### src/rtl/usb_irq_pkg.sv
package usb_irq_pkg;
  // Word indices of the register map (byte offset / 4)
  localparam int W_REV       = 0;
  localparam int W_CTRL      = 1;
  localparam int W_STAT      = 2;
  localparam int W_AUTOREQ   = 5;
  localparam int W_SRPTIME   = 6;
  localparam int W_TEARDOWN  = 7;
  localparam int W_EP_BASE   = 8;
  localparam int W_CORE_BASE = 16;
  localparam int W_EOI       = 24;

  // Offsets within a group bank
  localparam int G_SRC    = 0;
  localparam int G_SET    = 1;
  localparam int G_CLR    = 2;
  localparam int G_MSK    = 3;
  localparam int G_MSET   = 4;
  localparam int G_MCLR   = 5;
  localparam int G_MASKED = 6;

  // Contiguous field of n ones starting at bit lo
  function automatic logic [31:0] field_ones(input int lo, input int n);
    logic [31:0] r;
    r = '0;
    for (int i = 0; i < 32; i++)
      if (i >= lo && i < lo + n) r[i] = 1'b1;
    return r;
  endfunction

  // Next value of a sticky source: set and events win over clear
  function automatic logic [31:0] sticky_next(input logic [31:0] cur,
      input logic [31:0] setv, input logic [31:0] clrv, input logic [31:0] valid);
    return ((cur & ~clrv) | setv) & valid;
  endfunction
endpackage

### src/rtl/usb_irq_bank.sv
module usb_irq_bank
  import usb_irq_pkg::*;
#(
  parameter logic [31:0] VALID = 32'hFFFF_FFFF
) (
  input  logic        clk,
  input  logic        rst_n,
  input  logic [31:0] evt,
  input  logic        src_set_we,
  input  logic        src_clr_we,
  input  logic        msk_we,
  input  logic        msk_set_we,
  input  logic        msk_clr_we,
  input  logic [31:0] wdata,
  output logic [31:0] src,
  output logic [31:0] msk,
  output logic [31:0] masked
);
  logic [31:0] set_vec, clr_vec, mset_vec, mclr_vec;

  assign set_vec  = (src_set_we ? wdata : 32'h0) | evt;
  assign clr_vec  = src_clr_we ? wdata : 32'h0;
  assign mset_vec = msk_set_we ? wdata : 32'h0;
  assign mclr_vec = msk_clr_we ? wdata : 32'h0;

  always_ff @(posedge clk or negedge rst_n) begin
    if (!rst_n) begin
      src <= '0;
      msk <= '0;
    end else begin
      src <= sticky_next(src, set_vec, clr_vec, VALID);
      if (msk_we) msk <= wdata & VALID;
      else        msk <= sticky_next(msk, mset_vec, mclr_vec, VALID);
    end
  end

  assign masked = src & msk;
endmodule

### src/rtl/usb_irq_line.sv
module usb_irq_line (
  input  logic clk,
  input  logic rst_n,
  input  logic pending,
  input  logic eoi_wr,
  output logic armed,
  output logic irq
);
  logic line_d;

  assign line_d = pending & (armed | irq);

  always_ff @(posedge clk or negedge rst_n) begin
    if (!rst_n) begin
      armed <= 1'b1;
      irq   <= 1'b0;
    end else begin
      irq   <= line_d;
      armed <= eoi_wr | (armed & ~line_d);
    end
  end
endmodule

### src/rtl/usb_irq_wrap.sv
module usb_irq_wrap
  import usb_irq_pkg::*;
#(
  parameter int          ADDR_W     = 5,
  parameter int          EP_TX_N    = 16,
  parameter int          EP_RX_N    = 15,
  parameter int          RX_SHIFT   = 16,
  parameter int          CORE_N     = 9,
  parameter int          CORE_SHIFT = 16,
  parameter logic [31:0] REV_ID     = 32'h0002_0100
) (
  input  logic               clk,
  input  logic               rst_n,
  input  logic               bus_we,
  input  logic [ADDR_W-1:0]  bus_addr,
  input  logic [31:0]        bus_wdata,
  output logic [31:0]        bus_rdata,
  input  logic [EP_TX_N-1:0] ep_tx_evt,
  input  logic [EP_RX_N-1:0] ep_rx_evt,
  input  logic [CORE_N-1:0]  core_evt,
  input  logic               vbus_drv,
  output logic               soft_rst,
  output logic               irq
);
  localparam logic [31:0] EP_VALID   = field_ones(0, EP_TX_N) | field_ones(RX_SHIFT + 1, EP_RX_N);
  localparam logic [31:0] CORE_VALID = field_ones(CORE_SHIFT, CORE_N);

  logic [31:0] ep_evt_w, core_evt_w;
  logic [31:0] ep_src, ep_mask, ep_masked;
  logic [31:0] core_src, core_mask, core_masked;
  logic [31:0] auto_q, srp_q, tdn_q;
  logic        ctrl_q;
  logic        pending, armed, eoi_wr;
  int          a;

  assign a = int'(bus_addr);

  // Place event pulses into the group words
  always_comb begin
    ep_evt_w   = '0;
    core_evt_w = '0;
    for (int i = 0; i < EP_TX_N; i++) ep_evt_w[i] = ep_tx_evt[i];
    for (int j = 0; j < EP_RX_N; j++) ep_evt_w[RX_SHIFT + 1 + j] = ep_rx_evt[j];
    for (int k = 0; k < CORE_N; k++) core_evt_w[CORE_SHIFT + k] = core_evt[k];
  end

  usb_irq_bank #(.VALID(EP_VALID)) u_ep (
    .clk(clk), .rst_n(rst_n), .evt(ep_evt_w),
    .src_set_we(bus_we && a == W_EP_BASE + G_SET),
    .src_clr_we(bus_we && a == W_EP_BASE + G_CLR),
    .msk_we    (bus_we && a == W_EP_BASE + G_MSK),
    .msk_set_we(bus_we && a == W_EP_BASE + G_MSET),
    .msk_clr_we(bus_we && a == W_EP_BASE + G_MCLR),
    .wdata(bus_wdata), .src(ep_src), .msk(ep_mask), .masked(ep_masked)
  );

  usb_irq_bank #(.VALID(CORE_VALID)) u_core (
    .clk(clk), .rst_n(rst_n), .evt(core_evt_w),
    .src_set_we(bus_we && a == W_CORE_BASE + G_SET),
    .src_clr_we(bus_we && a == W_CORE_BASE + G_CLR),
    .msk_we    (bus_we && a == W_CORE_BASE + G_MSK),
    .msk_set_we(bus_we && a == W_CORE_BASE + G_MSET),
    .msk_clr_we(bus_we && a == W_CORE_BASE + G_MCLR),
    .wdata(bus_wdata), .src(core_src), .msk(core_mask), .masked(core_masked)
  );

  assign pending = (|ep_masked) | (|core_masked);
  assign eoi_wr  = bus_we && a == W_EOI;

  usb_irq_line u_line (
    .clk(clk), .rst_n(rst_n), .pending(pending), .eoi_wr(eoi_wr),
    .armed(armed), .irq(irq)
  );

  always_ff @(posedge clk or negedge rst_n) begin
    if (!rst_n) begin
      ctrl_q <= 1'b0;
      auto_q <= '0;
      srp_q  <= '0;
      tdn_q  <= '0;
    end else if (bus_we) begin
      case (a)
        W_CTRL:     ctrl_q <= bus_wdata[0];
        W_AUTOREQ:  auto_q <= bus_wdata;
        W_SRPTIME:  srp_q  <= bus_wdata;
        W_TEARDOWN: tdn_q  <= bus_wdata;
        default: ;
      endcase
    end
  end

  assign soft_rst = ctrl_q;

  always_comb begin
    case (a)
      W_REV:                                       bus_rdata = REV_ID;
      W_CTRL:                                      bus_rdata = {31'h0, ctrl_q};
      W_STAT:                                      bus_rdata = {31'h0, vbus_drv};
      W_AUTOREQ:                                   bus_rdata = auto_q;
      W_SRPTIME:                                   bus_rdata = srp_q;
      W_TEARDOWN:                                  bus_rdata = tdn_q;
      W_EP_BASE + G_SRC, W_EP_BASE + G_SET,
      W_EP_BASE + G_CLR:                           bus_rdata = ep_src;
      W_EP_BASE + G_MSK, W_EP_BASE + G_MSET,
      W_EP_BASE + G_MCLR:                          bus_rdata = ep_mask;
      W_EP_BASE + G_MASKED:                        bus_rdata = ep_masked;
      W_CORE_BASE + G_SRC, W_CORE_BASE + G_SET,
      W_CORE_BASE + G_CLR:                         bus_rdata = core_src;
      W_CORE_BASE + G_MSK, W_CORE_BASE + G_MSET,
      W_CORE_BASE + G_MCLR:                        bus_rdata = core_mask;
      W_CORE_BASE + G_MASKED:                      bus_rdata = core_masked;
      default:                                     bus_rdata = 32'h0;
    endcase
  end
endmodule

### config.mk
export PLATFORM = sky130hd
export DESIGN_NAME = usb_irq_wrap
export DESIGN_NICKNAME = d
export VERILOG_FILES = /design/src/rtl/usb_irq_pkg.sv /design/src/rtl/usb_irq_bank.sv /design/src/rtl/usb_irq_line.sv /design/src/rtl/usb_irq_wrap.sv
export SDC_FILE = /design/constraint.sdc
export NUM_CORES = 1
export LEC_CHECK = 0
export ABC_AREA = 1
export BUFFER_PORTS_ARGS = -buffer_cell sky130_fd_sc_hd__buf_2
export CORE_MARGIN = 2
export CORE_UTILIZATION = 25
export CTS_BUF_LIST = sky130_fd_sc_hd__clkbuf_8
export CTS_CLUSTER_SIZE = 20
export DETAILED_ROUTE_END_ITERATION = 6
export GPL_ROUTABILITY_DRIVEN = 0
export MAX_ROUTING_LAYER = met4
export PLACE_DENSITY = 0.4
export REMOVE_ABC_BUFFERS = 1
export SLEW_MARGIN = 10
export SYNTH_ARGS = -nofsm -noshare
export SYNTH_HDL_FRONTEND = slang
export SYNTH_SLANG_ARGS = --single-unit
export TNS_END_PERCENT = 30
### constraint.sdc
create_clock -name clk -period 1.3 [get_ports clk]
set_input_delay 0.195 -clock clk [delete_from_list [all_inputs] [get_ports clk]]
set_output_delay 0.195 -clock clk [all_outputs]
set_load 0.02 [all_outputs]
# Yosys cells after proc, flatten, opt, wreduce, memory -nomap -nowiden
# Cells that the tools add are included.
# totals
word_cells,95
regBits,196
input_bits,81
# classes
muxes,11
bitwise_logic,22
reduce_logical,22
eq_ne,30
# ops
cell,n
32-bit one-hot mux with 12 select lines,1
32-bit 2-to-1 mux,5
25-bit 2-to-1 mux,5
32-bit AND,3
32-bit OR,3
"5-bit == test, second input constant",17
25-bit AND,3
25-bit OR,3
32-bit inverter,2
32-bit OR reduction,2
25-bit inverter,2
"5-bit by 4-bit == test with 1-bit output, second input constant",8
32-bit logical NOT,1
"5-bit by 3-bit == test with 1-bit output, second input constant",3
3-bit OR reduction,4
1-bit logical AND,11
2-bit AND reduction,4
"5-bit by 1-bit == test with 1-bit output, second input constant",1
"5-bit by 2-bit == test with 1-bit output, second input constant",1
1-bit OR,3
1-bit AND,2
1-bit inverter,1

# Depth between registers and ports, before layout
# Gate-level depths: netlist of run 1.
# logic_depth
depth_word,7
mapped_depth,10
ltp_nobuf,9

# Modules after synthesis
# A second synthesis of run 1 with hierarchy kept.
# hier_totals
cells_unflattened,1684
hier_area_um2,11019.3
# by_module_without_submodules
module,area_each_um2,n_inst,seq_area_each_um2,cells_per_inst
usb_irq_wrap,6563.8,1,2427.3,1098
usb_irq_bank at u_ep,3007.9,1,1551.5,395
usb_irq_bank at u_core,1373.8,1,450.4,183
usb_irq_line,73.8,1,51.3,8

# Worst setup path after synthesis of run 1
# OpenSTA, ideal clock, no wires.
# synth_timing
path_type,input to output
start,input bus_addr[4]
end,output bus_rdata[13]
required_time_ns,1.105
path_slack_ns,-0.179
arrival_time_ns,1.284
path_stages,10
path_buffers,3
cell_sequence,buf_6 inv_2 buf_6 nand3_4 nor2_4 inv_2 buf_2 o21ai_0 a21oi_1 nand2_1
# synth_between
elab_chain_cells,3
elab_cells_between_ends,25
cone_classes,19 x eq/ne; 1 x mux; 5 x reduce/logical
# synth_rtl
item,line,source
start: declaration,usb_irq_wrap.sv:15,"input logic [ADDR_W-1:0] bus_addr,"
5-bit == test / 5-bit by 4-bit == test with 1-bit output (equally long branches),usb_irq_wrap.sv:95,case (a)
3-bit OR reduction,usb_irq_wrap.sv:95,
32-bit one-hot mux with 12 select lines (*),usb_irq_wrap.sv:95,
end: declaration,usb_irq_wrap.sv:17,"output logic [31:0] bus_rdata,"
# Every way passes the cells marked *; elsewhere a longest branch is shown, timed or not.

# Worst setup path in the final report of run 1
# layout_timing
start,register u_core.src[24]
end,output bus_rdata[24]
# layout_between
elab_chain_cells,2
# layout_rtl
item,line,source
start: declaration,usb_irq_bank.sv:15,"output logic [31:0] src,"
start signal: assignment,usb_irq_bank.sv:31,"src <= sticky_next(src, set_vec, clr_vec, VALID);"
25-bit AND,usb_irq_bank.sv:37,assign masked = src & msk;
32-bit one-hot mux with 12 select lines (*),usb_irq_wrap.sv:95,
# Marks and branches as above.

==> impl_metrics.ini, run 1 <==
[timing]
report.final.hold_viol_count = 0
worstMarginPinSlew_ns = 0.335
slew_violations = 0
fin_ws_ns = -0.428
slew_headroom = 0.776
period_minus_slack_ns = 1.73
setup_violations = 34
fmax_ghz = 0.579
clock_skew_ns = 0.0193
grt_setup_unrepaired = yes
min_period_over_period = 1.33

[synthesis]
synth-seq-area-share = 0.493
yosysWarningCount = 0
synth.distinct_cells = 28
synth_seq_cells = 179
avgSynthCellArea_sq_um = 7.49
yosysTopAreaCell = dfrtp_1
yosys-top-cells-area = dfrtp_1, nand2_1, o21ai_0
netlist_area_sq_um = 9090
synth_top_area_share = 0.490
postSynthCellCount = 1213

[critical_path]
cp-start-kind = flop
endpoint_kind = output pin
timing.rr.end = u_line.irq
cp-startpoint = u_core.src[24]
path_cells = nand2_2 -> inv_2 -> nand3_2 -> o21ai_2 -> nor2_1 -> nand3_1 -> buf_6
critical_path.top_delay_family = flip-flops
critical_path_depth = 7
rrSetupSlack_ns = -0.30
timing_worst_setup_path_type = reg2out
cp_data_arrival_time_ns = 1.53
worstReg2RegStart = u_core.msk[18]
required_ns = 1.11
crit_fanout = 2
max_stage_delay_ns = 0.43
endpoint = bus_rdata[24]
rr_worst_depth = 14
path_buf_inv = 2
cp_slowest_cell = dfrtp_1

[clocking]
cts_htree_levels = 4
clk_latency_ns = 0.50
cts.sinks = 179
cts.path.max_buffers = 2
cts_tree = done
clockRootBuffer = clkbuf_8
numCtsBuffers = 17
clkTransAtPathRegs_ns = 0.12

[detailed_routing]
wl_per_cell_microns = 17.7
num_vias = 9203
antenna_left = 0
drc = 0
drt-total-wl_microns = 35600
dr.pass1.iters = 4
drtIter0Drc = 567
viasPerCell = 4.56

[global_routing]
grt_pass1_wl_microns = 54600
grt_util_all_layers = 0.196
grt_start_max_net_pins = 42
grt_antenna_before_repair = 0
first_global_vias = 9287
overflow = 0

[floorplanning]
ios = 115
rows = 69
die_area_sq_um = 37900
coreArea_sq_um = 35700
start_util = 0.255
die_y_microns = 195
die_w_microns = 195

[placed_design]
port_buffers = 114
dp_cells = 1858
post-place-ws_ns = -0.524
hpwl_microns = 24400
dpl_cell_area_sq_um = 11300

[cells_and_area]
diodes = 0
fin_cells = 2018
mostFrequentLayoutCells = nand2_1, dfrtp_1, o21ai_0
final_common_cell = nand2_1
drive_gt1_frac = 0.290
nets = 1625
area_delta_synth_final_pct = 48.6
final_area_sq_um = 13500

[pwr]
ir_worst_vdd_mv = 0.640
p_total_mw = 15.2
powerDensity_nw_per_um2 = 1120
p_leak_nw = 6.35

[flow_run]
maxCapViolations = 0

[status]
status = finished, violations left
violations = negative setup slack

[worst_hold_path]
hold_path_class = in2async
## worst register-to-register path, stage by stage (launching register included)
cell and delay [ns]:
dfrtp_1 0.43, nand2_2 0.10, buf_4 0.11, buf_6 0.08, buf_6 0.08, buf_6 0.08
buf_6 0.08, nand2_2 0.05, nor2_2 0.07, nand2_1 0.05, nor2_1 0.08, buf_4 0.13
nand3_1 0.07, nand2_1 0.06, inv_1 0.03
## metal layers
layer / track usage / wire, microns / part of all wire / up-vias
met5: - / 0 / 0 / -
met4: 0.0513 / 467 / 0.013 / 0
li1: - / - / - / 4585
met3: 0.0210 / 1160 / 0.033 / 23
met1: 0.271 / 17400 / 0.49 / 4407
met2: 0.305 / 16700 / 0.47 / 188
## kinds of logic after synthesis
kind of cell           Yosys count  share of synthesized area
buffers and inverters          174                     0.0825
DFF                            179                      0.493
and+or+nand+nor                548                      0.248
AOI/OAI and AO/OA              312                      0.177
## worst min-delay path by stage
stage / slack, ns / cells after the start / end
floorplan: -0.10 / 0 / auto_q[0]
global placement: 0.13 / 1 / u_ep.src[3]
detailed placement: 0.13 / 1 / u_ep.src[3]
CTS: 0.13 / 2 / auto_q[3]
global route: 0.15 / 2 / auto_q[3]
finish: 0.16 / 2 / auto_q[3]
## metrics by stage
stage          TNS, ns  hold WS, ns   util
3_3_place_gp    -71.44        0.133  0.316
2_1_floorplan   -48.76       -0.101      -
6_report        -11.68        0.159  0.379
3_5_place_dp    -71.79        0.133  0.316
4_1_cts         -13.28        0.130  0.363
5_1_grt         -14.66        0.151  0.379
## area by class of cell
type / count / area, sq um
fill: 3740 / 22100
sequential: 179 / 4480
multi-input combinational: 860 / 4240
timing repair buffer: 365 / 3380
tap: 461 / 577
inverter: 121 / 467
clock buffer: 17 / 234
clock inverter: 15 / 133
## registers in the layout, summed over array words and instances, names as in the netlist
signal,flops
u_line.irq,1
u_core.msk,9
auto_q,32
u_core.src,9
tdn_q,32
u_ep.src,31
soft_rst,1
u_line.armed,1
srp_q,32
u_ep.msk,31
## power breakdown
group / internal (mW) / switching, mW
Sequential: 6.56 / 0.527
Clock: 1.53 / 2.32
Combinational: 2.07 / 2.19
Total: 10.2 / 5.03
## cells in the mapped netlist
library cell / n
o21ai_2: 2
nand3_1: 53
clkbuf_2: 1
clkbuf_1: 9
nand2_4: 2
inv_1: 114
nand4_1: 4
nor2_2: 6
buf_2: 31
nor2_1: 103
nand3_4: 1
nand2_2: 5
buf_6: 3
a21oi_1: 75
o22ai_1: 28
nor2_8: 2
and2_1: 1
dfstp_2: 1
dfrtp_1: 178
nand2_1: 366
nand3b_1: 1
nor2_4: 3
a31oi_1: 1
or2_2: 1
o21ai_0: 169
buf_4: 9
o21ai_1: 37
inv_2: 7
## repair_timing
item	4_1_cts	5_1_grt
endpoints found under the setup margin	36	60
hold endpoints to repair	282	0
gates resized for setup	125	107
hold buffers	73	0
pin swaps	58	61
gates cloned	0	2
buffers inserted	29	24
No activity file was read; power rests on OpenSTA's default activity.
==> run 2: changes to the inputs <==
--- a/config.mk
+++ b/config.mk
@@ -6,7 +6,7 @@
 export NUM_CORES = 1
 export LEC_CHECK = 0
 export ABC_AREA = 1
-export BUFFER_PORTS_ARGS = -buffer_cell sky130_fd_sc_hd__buf_2
+export BUFFER_PORTS_ARGS = -buffer_cell sky130_fd_sc_hd__buf_4
 export CORE_MARGIN = 2
 export CORE_UTILIZATION = 25
 export CTS_BUF_LIST = sky130_fd_sc_hd__clkbuf_8
==> constraint.sdc (replaced) <==
create_clock -name clk -period 1.5 [get_ports clk]
set_input_delay 0.225 -clock clk [delete_from_list [all_inputs] [get_ports clk]]
set_output_delay 0.225 -clock clk [all_outputs]
set_load 0.02 [all_outputs]
==> impl_metrics.ini, run 2 (synthesized netlist as in run 1, its figures left out) <==
[critical_path]
required_ns = 1.27
endpoint_kind = output pin
cp-startpoint = u_core.src[24]
rr_worst_depth = 12
endpoint = bus_rdata[24]
crit_fanout = 2
worstReg2RegStart = u_core.src[18]
cp_data_arrival_time_ns = 1.54
timing.rr.end = u_line.irq
timing_worst_setup_path_type = reg2out
cp-start-kind = flop
rrSetupSlack_ns = -0.05

[cells_and_area]
fin_cells = 2005
top_regs = auto_q (32), srp_q (32), tdn_q (32)
multi_input_area_sq_um = 4310
area_delta_synth_final_pct = 50.9
fill_cells = 3771
mostFrequentLayoutCells = nand2_1, buf_4, dfrtp_1
drive_gt1_frac = 0.277
final_area_sq_um = 13700
final_common_cell = nand2_1
fin_util = 0.385
nets = 1612
regArea_sq_um = 4480
diodes = 0

[placed_design]
hpwl_microns = 23800
dpl_cell_area_sq_um = 11300
post-place-ws_ns = -0.349
dp_cells = 1827
port_buffers = 114

[global_routing]
grt_util_all_layers = 0.198
overflow = 0
grt_start_max_net_pins = 71
first_global_vias = 9285
grt_pass1_wl_microns = 55300
grt_antenna_before_repair = 0

[timing]
slew_headroom = 0.730
fmax_ghz = 0.566
tns_ns = -5.86
min_period_over_period = 1.18
clock_skew_ns = 0.0149
fin_ws_ns = -0.268
hold_slack_ns = 0.0380
slew_violations = 0
period_minus_slack_ns = 1.77
setup_violations = 34
worstMarginPinSlew_ns = 0.404
grt_setup_unrepaired = yes
report.final.hold_viol_count = 0

[detailed_routing]
num_vias = 9299
drtIter0Drc = 547
antenna_left = 0
viasPerCell = 4.64
drc = 0
drt-total-wl_microns = 36500
dr.pass1.iters = 7
wl_per_cell_microns = 18.2

[clocking]
clockRootBuffer = clkbuf_8
cts.sinks = 179
cts_htree_levels = 4
clkTransAtPathRegs_ns = 0.10
clk_latency_ns = 0.49
numCtsBuffers = 17
cts_tree = done
cts.path.max_buffers = 2

[floorplanning]
coreArea_sq_um = 35700
start_util = 0.255
die_area_sq_um = 37900
rows = 69
die_y_microns = 195
ios = 115
die_w_microns = 195

[status]
violations = negative setup slack
status = finished, violations left

[pwr]
p_total_mw = 13.2
p_leak_nw = 6.34
ir_worst_vdd_mv = 0.592
powerDensity_nw_per_um2 = 963

[worst_hold_path]
min_path_cells = 4
min_from = bus_wdata[0]
hold_path_class = in2reg

[flow_run]
maxCapViolations = 0
## run 2: cell types whose count changed in the layout (fill, tap and decap cells not counted), sizes merged, moves of 2 or more
cell         previous run  this run
buf                   288       258
clkbuf                 21        24
clkinv                  3         5
clkinvlp                4         1
dlygate4sd3            73        88
inv                   128       126
## run 2: layout make-up
cell class | count | share of cell area
multi-input cells | 861 | 0.314
flip-flops and latches | 179 | 0.327
clock inverters | 13 | 0.00976
repair buffers | 351 | 0.253
inverters | 121 | 0.0349
well taps | 461 | 0.0421
clock buffers | 19 | 0.0191
## run 2: how the worst min path moves through the flow
stage                   to
5_1_grt        u_ep.msk[0]
3_5_place_dp      tdn_q[1]
2_1_floorplan    auto_q[0]
3_3_place_gp     auto_q[2]
4_1_cts        u_ep.msk[0]
6_report       u_ep.msk[0]
## run 2: power breakdown
| group | internal, mW | switching, mW |
|---|---|---|
| registers | 5.68 | 0.484 |
| logic | 1.68 | 1.88 |
| clock network | 1.57 | 1.90 |
## run 2: routing by layer
layer	GRT usage	share of wire
met2	0.309	0.46
met5	-	0
met3	0.0233	0.037
met4	0.0479	0.011
met1	0.275	0.49
## run 2: worst max-delay path, cell delays in order, from the launching register on
cell,delay (ns)
dfrtp_1,0.42
buf_4,0.15
nand2_1,0.07
nand2_1,0.05
nor2_1,0.09
nand3_1,0.13
buf_6,0.16
## run 2: what timing repair did
action	4_1_cts	5_1_grt
gates cloned	2	5
gates resized for setup	69	137
setup buffers	35	20
hold endpoints to repair	273	0
pin swaps	42	71
hold buffers	88	0
endpoints found under the setup margin	32	50
==> run 3: changes to the inputs <==
--- a/config.mk
+++ b/config.mk
@@ -5,7 +5,6 @@
 export SDC_FILE = /design/constraint.sdc
 export NUM_CORES = 1
 export LEC_CHECK = 0
-export ABC_AREA = 1
 export BUFFER_PORTS_ARGS = -buffer_cell sky130_fd_sc_hd__buf_4
 export CORE_MARGIN = 2
 export CORE_UTILIZATION = 25
==> impl_metrics.ini, run 3 <==
[status]
status = finished, violations left
violations = negative setup slack

[synthesis]
yosysWarningCount = 0
avgSynthCellArea_sq_um = 11.3
async_flop_share = 1.00
synth.most_common_cell = dfrtp_1
netlist_area_sq_um = 8950
synth-edff-count = 0
synth-seq-area-share = 0.501
synth_seq_cells = 179
synth_top_area_share = 0.498
synth.distinct_cells = 54
synth_common_cells = dfrtp_1, nand2_1, a22oi_1
yosysTopAreaCell = dfrtp_1
yosys-top-cells-area = dfrtp_1, mux2_2, a22oi_1
synthFlopType = dfrtp_1
postSynthCellCount = 793

[detailed_routing]
num_vias = 7908
drc = 0
viasPerCell = 4.98
drt-total-wl_microns = 34100
wl_per_cell_microns = 21.5
antenna_left = 0
dr.pass1.iters = 6
drtIter0Drc = 456

[floorplanning]
die_area_sq_um = 37300
die_w_microns = 193
ios = 115
coreArea_sq_um = 35400
rows = 69
start_util = 0.253
die_y_microns = 193

[pwr]
p_switching_mw = 3.73
powerDensity_nw_per_um2 = 945
clock_power_share = 0.279
p_leak_nw = 5.77
seq_power_share = 0.478
p_sw_frac = 0.295
pwr-share-comb = 0.243
ir_worst_vdd_mv = 0.534
power.internal_mw = 8.90

[cells_and_area]
final_area_sq_um = 13400
top_regs = auto_q (32), srp_q (32), tdn_q (32)
diodes = 0
fin_cells = 1589
fin_util = 0.378
final_common_cell = buf_4
drive_gt1_frac = 0.439
nets = 1196
mostFrequentLayoutCells = buf_4, dfrtp_1, nand2_1
area_delta_synth_final_pct = 49.3

[timing]
report.final.hold_viol_count = 0
min_period_over_period = 1.34
worstMarginPinSlew_ns = 0.454
grt_setup_unrepaired = yes
fin_ws_ns = -0.511
slew_headroom = 0.697
tns_ns = -14.61
slew_violations = 0
period_minus_slack_ns = 2.01
setup_violations = 36
fmax_ghz = 0.497
clock_skew_ns = 0.0103

[critical_path]
timing_worst_setup_path_type = reg2out
timing.rr.end = u_line.irq
required_ns = 1.27
rrSetupSlack_ns = -0.48
worstReg2RegStart = u_ep.msk[22]
endpoint_kind = output pin
endpoint = bus_rdata[22]
cp-startpoint = u_ep.msk[22]
cp_data_arrival_time_ns = 1.79
rr_worst_depth = 8
cp-start-kind = flop
crit_fanout = 3

[worst_hold_path]
hold_path_class = in2reg

[clocking]
numCtsBuffers = 17
cts.sinks = 179
clk_latency_ns = 0.48
cts.path.max_buffers = 2
clkTransAtPathRegs_ns = 0.10
cts_htree_levels = 4
cts_tree = done
clockRootBuffer = clkbuf_8

[global_routing]
grt_pass1_wl_microns = 52500
grt_util_all_layers = 0.190
first_global_vias = 8332
overflow = 0
grt_start_max_net_pins = 40
grt_antenna_before_repair = 0

[placed_design]
post-place-ws_ns = -0.595
hpwl_microns = 23900
dpl_cell_area_sq_um = 11900
dp_cells = 1483
port_buffers = 114

[flow_run]
maxCapViolations = 0
==> run 3: changes by cell type after synthesis, moves of 32 or more <==
cell	previous run	this run
nand2_1	366	98
o21ai_0	169	21
nor2_1	103	10
inv_1	114	28
a22oi_1	0	74
mux2_2	0	61
a21oi_1	75	33
a221o_1	0	40
nand3_1	53	15
o21ai_1	37	1
a32o_1	0	32
==> run 3: worst min-delay path by stage <==
stage | startpoint | endpoint | slack (ns) | cells past startpoint
floorplan | rst_n | auto_q[0] | -0.07 | 0
global placement | rst_n | u_ep.src[24] | 0.21 | 1
detailed placement | rst_n | u_ep.src[20] | 0.21 | 1
CTS | bus_wdata[0] | u_ep.msk[0] | 0.0004 | 2
global route | bus_wdata[27] | tdn_q[27] | 0.004 | 2
finish | bus_wdata[31] | u_ep.msk[31] | 0.03 | 2
==> run 3: worst max-delay path, cell delays in order (launching register included) <==
cell and delay [ns]:
dfrtp_1 0.39, buf_4 0.15, a22oi_2 0.15, o21ai_2 0.09
a32oi_2 0.25, nand3_2 0.12, buf_6 0.15
==> run 3: timing repair <==
action | 4_1_cts | 5_1_grt
endpoints found under the hold margin | 93 | 0
endpoints found under the setup margin | 34 | 70
resized for setup | 53 | 27
buffers inserted | 9 | 7
pin swaps | 21 | 22
gates cloned | 2 | 0
hold buffers | 56 | 0
==> run 3: cell families after synthesis <==
kind of cell | after synthesis | synth area share
buf+inv | 90 | 0.0461
flops | 179 | 0.501
mux | 98 | 0.136
compound gates | 260 | 0.227
simple gates | 166 | 0.0904
==> run 3: area by class of cell <==
cell class / instances / area (sq um)
fillers: 3560 / 22000
inverters: 28 / 105
flip-flops and latches: 179 / 4480
clock buffers: 18 / 248
repair buffers: 365 / 3450
clock inverters: 14 / 154
well taps: 461 / 577
multi-input cells: 524 / 4340
==> run 3: per-layer routing <==
metal / GRT usage / routed length, microns
met1: 0.247 / 15700
met2: 0.318 / 17000
met3: 0.0268 / 1150
met4: 0.0359 / 333
met5: - / 0
==> run 3: stage by stage <==
stage	total power, mW	hold slack (ns)
global route	13.3	0.00372
detailed placement	8.94	0.211
global placement	8.91	0.211
floorplan	7.33	-0.0706
CTS	12.7	0.000400
finish	12.6	0.0329
==> run 3: power by group through the flow <==
stage / clock network [mW] / registers [mW] / logic, mW
6_report: 3.52 / 6.04 / 3.07
5_1_grt: 3.85 / 6.14 / 3.33
4_1_cts: 3.65 / 6.03 / 3.06
3_5_place_dp: 0 / 6.10 / 2.83
3_3_place_gp: 0 / 6.10 / 2.81
2_1_floorplan: 0 / 6.04 / 1.29
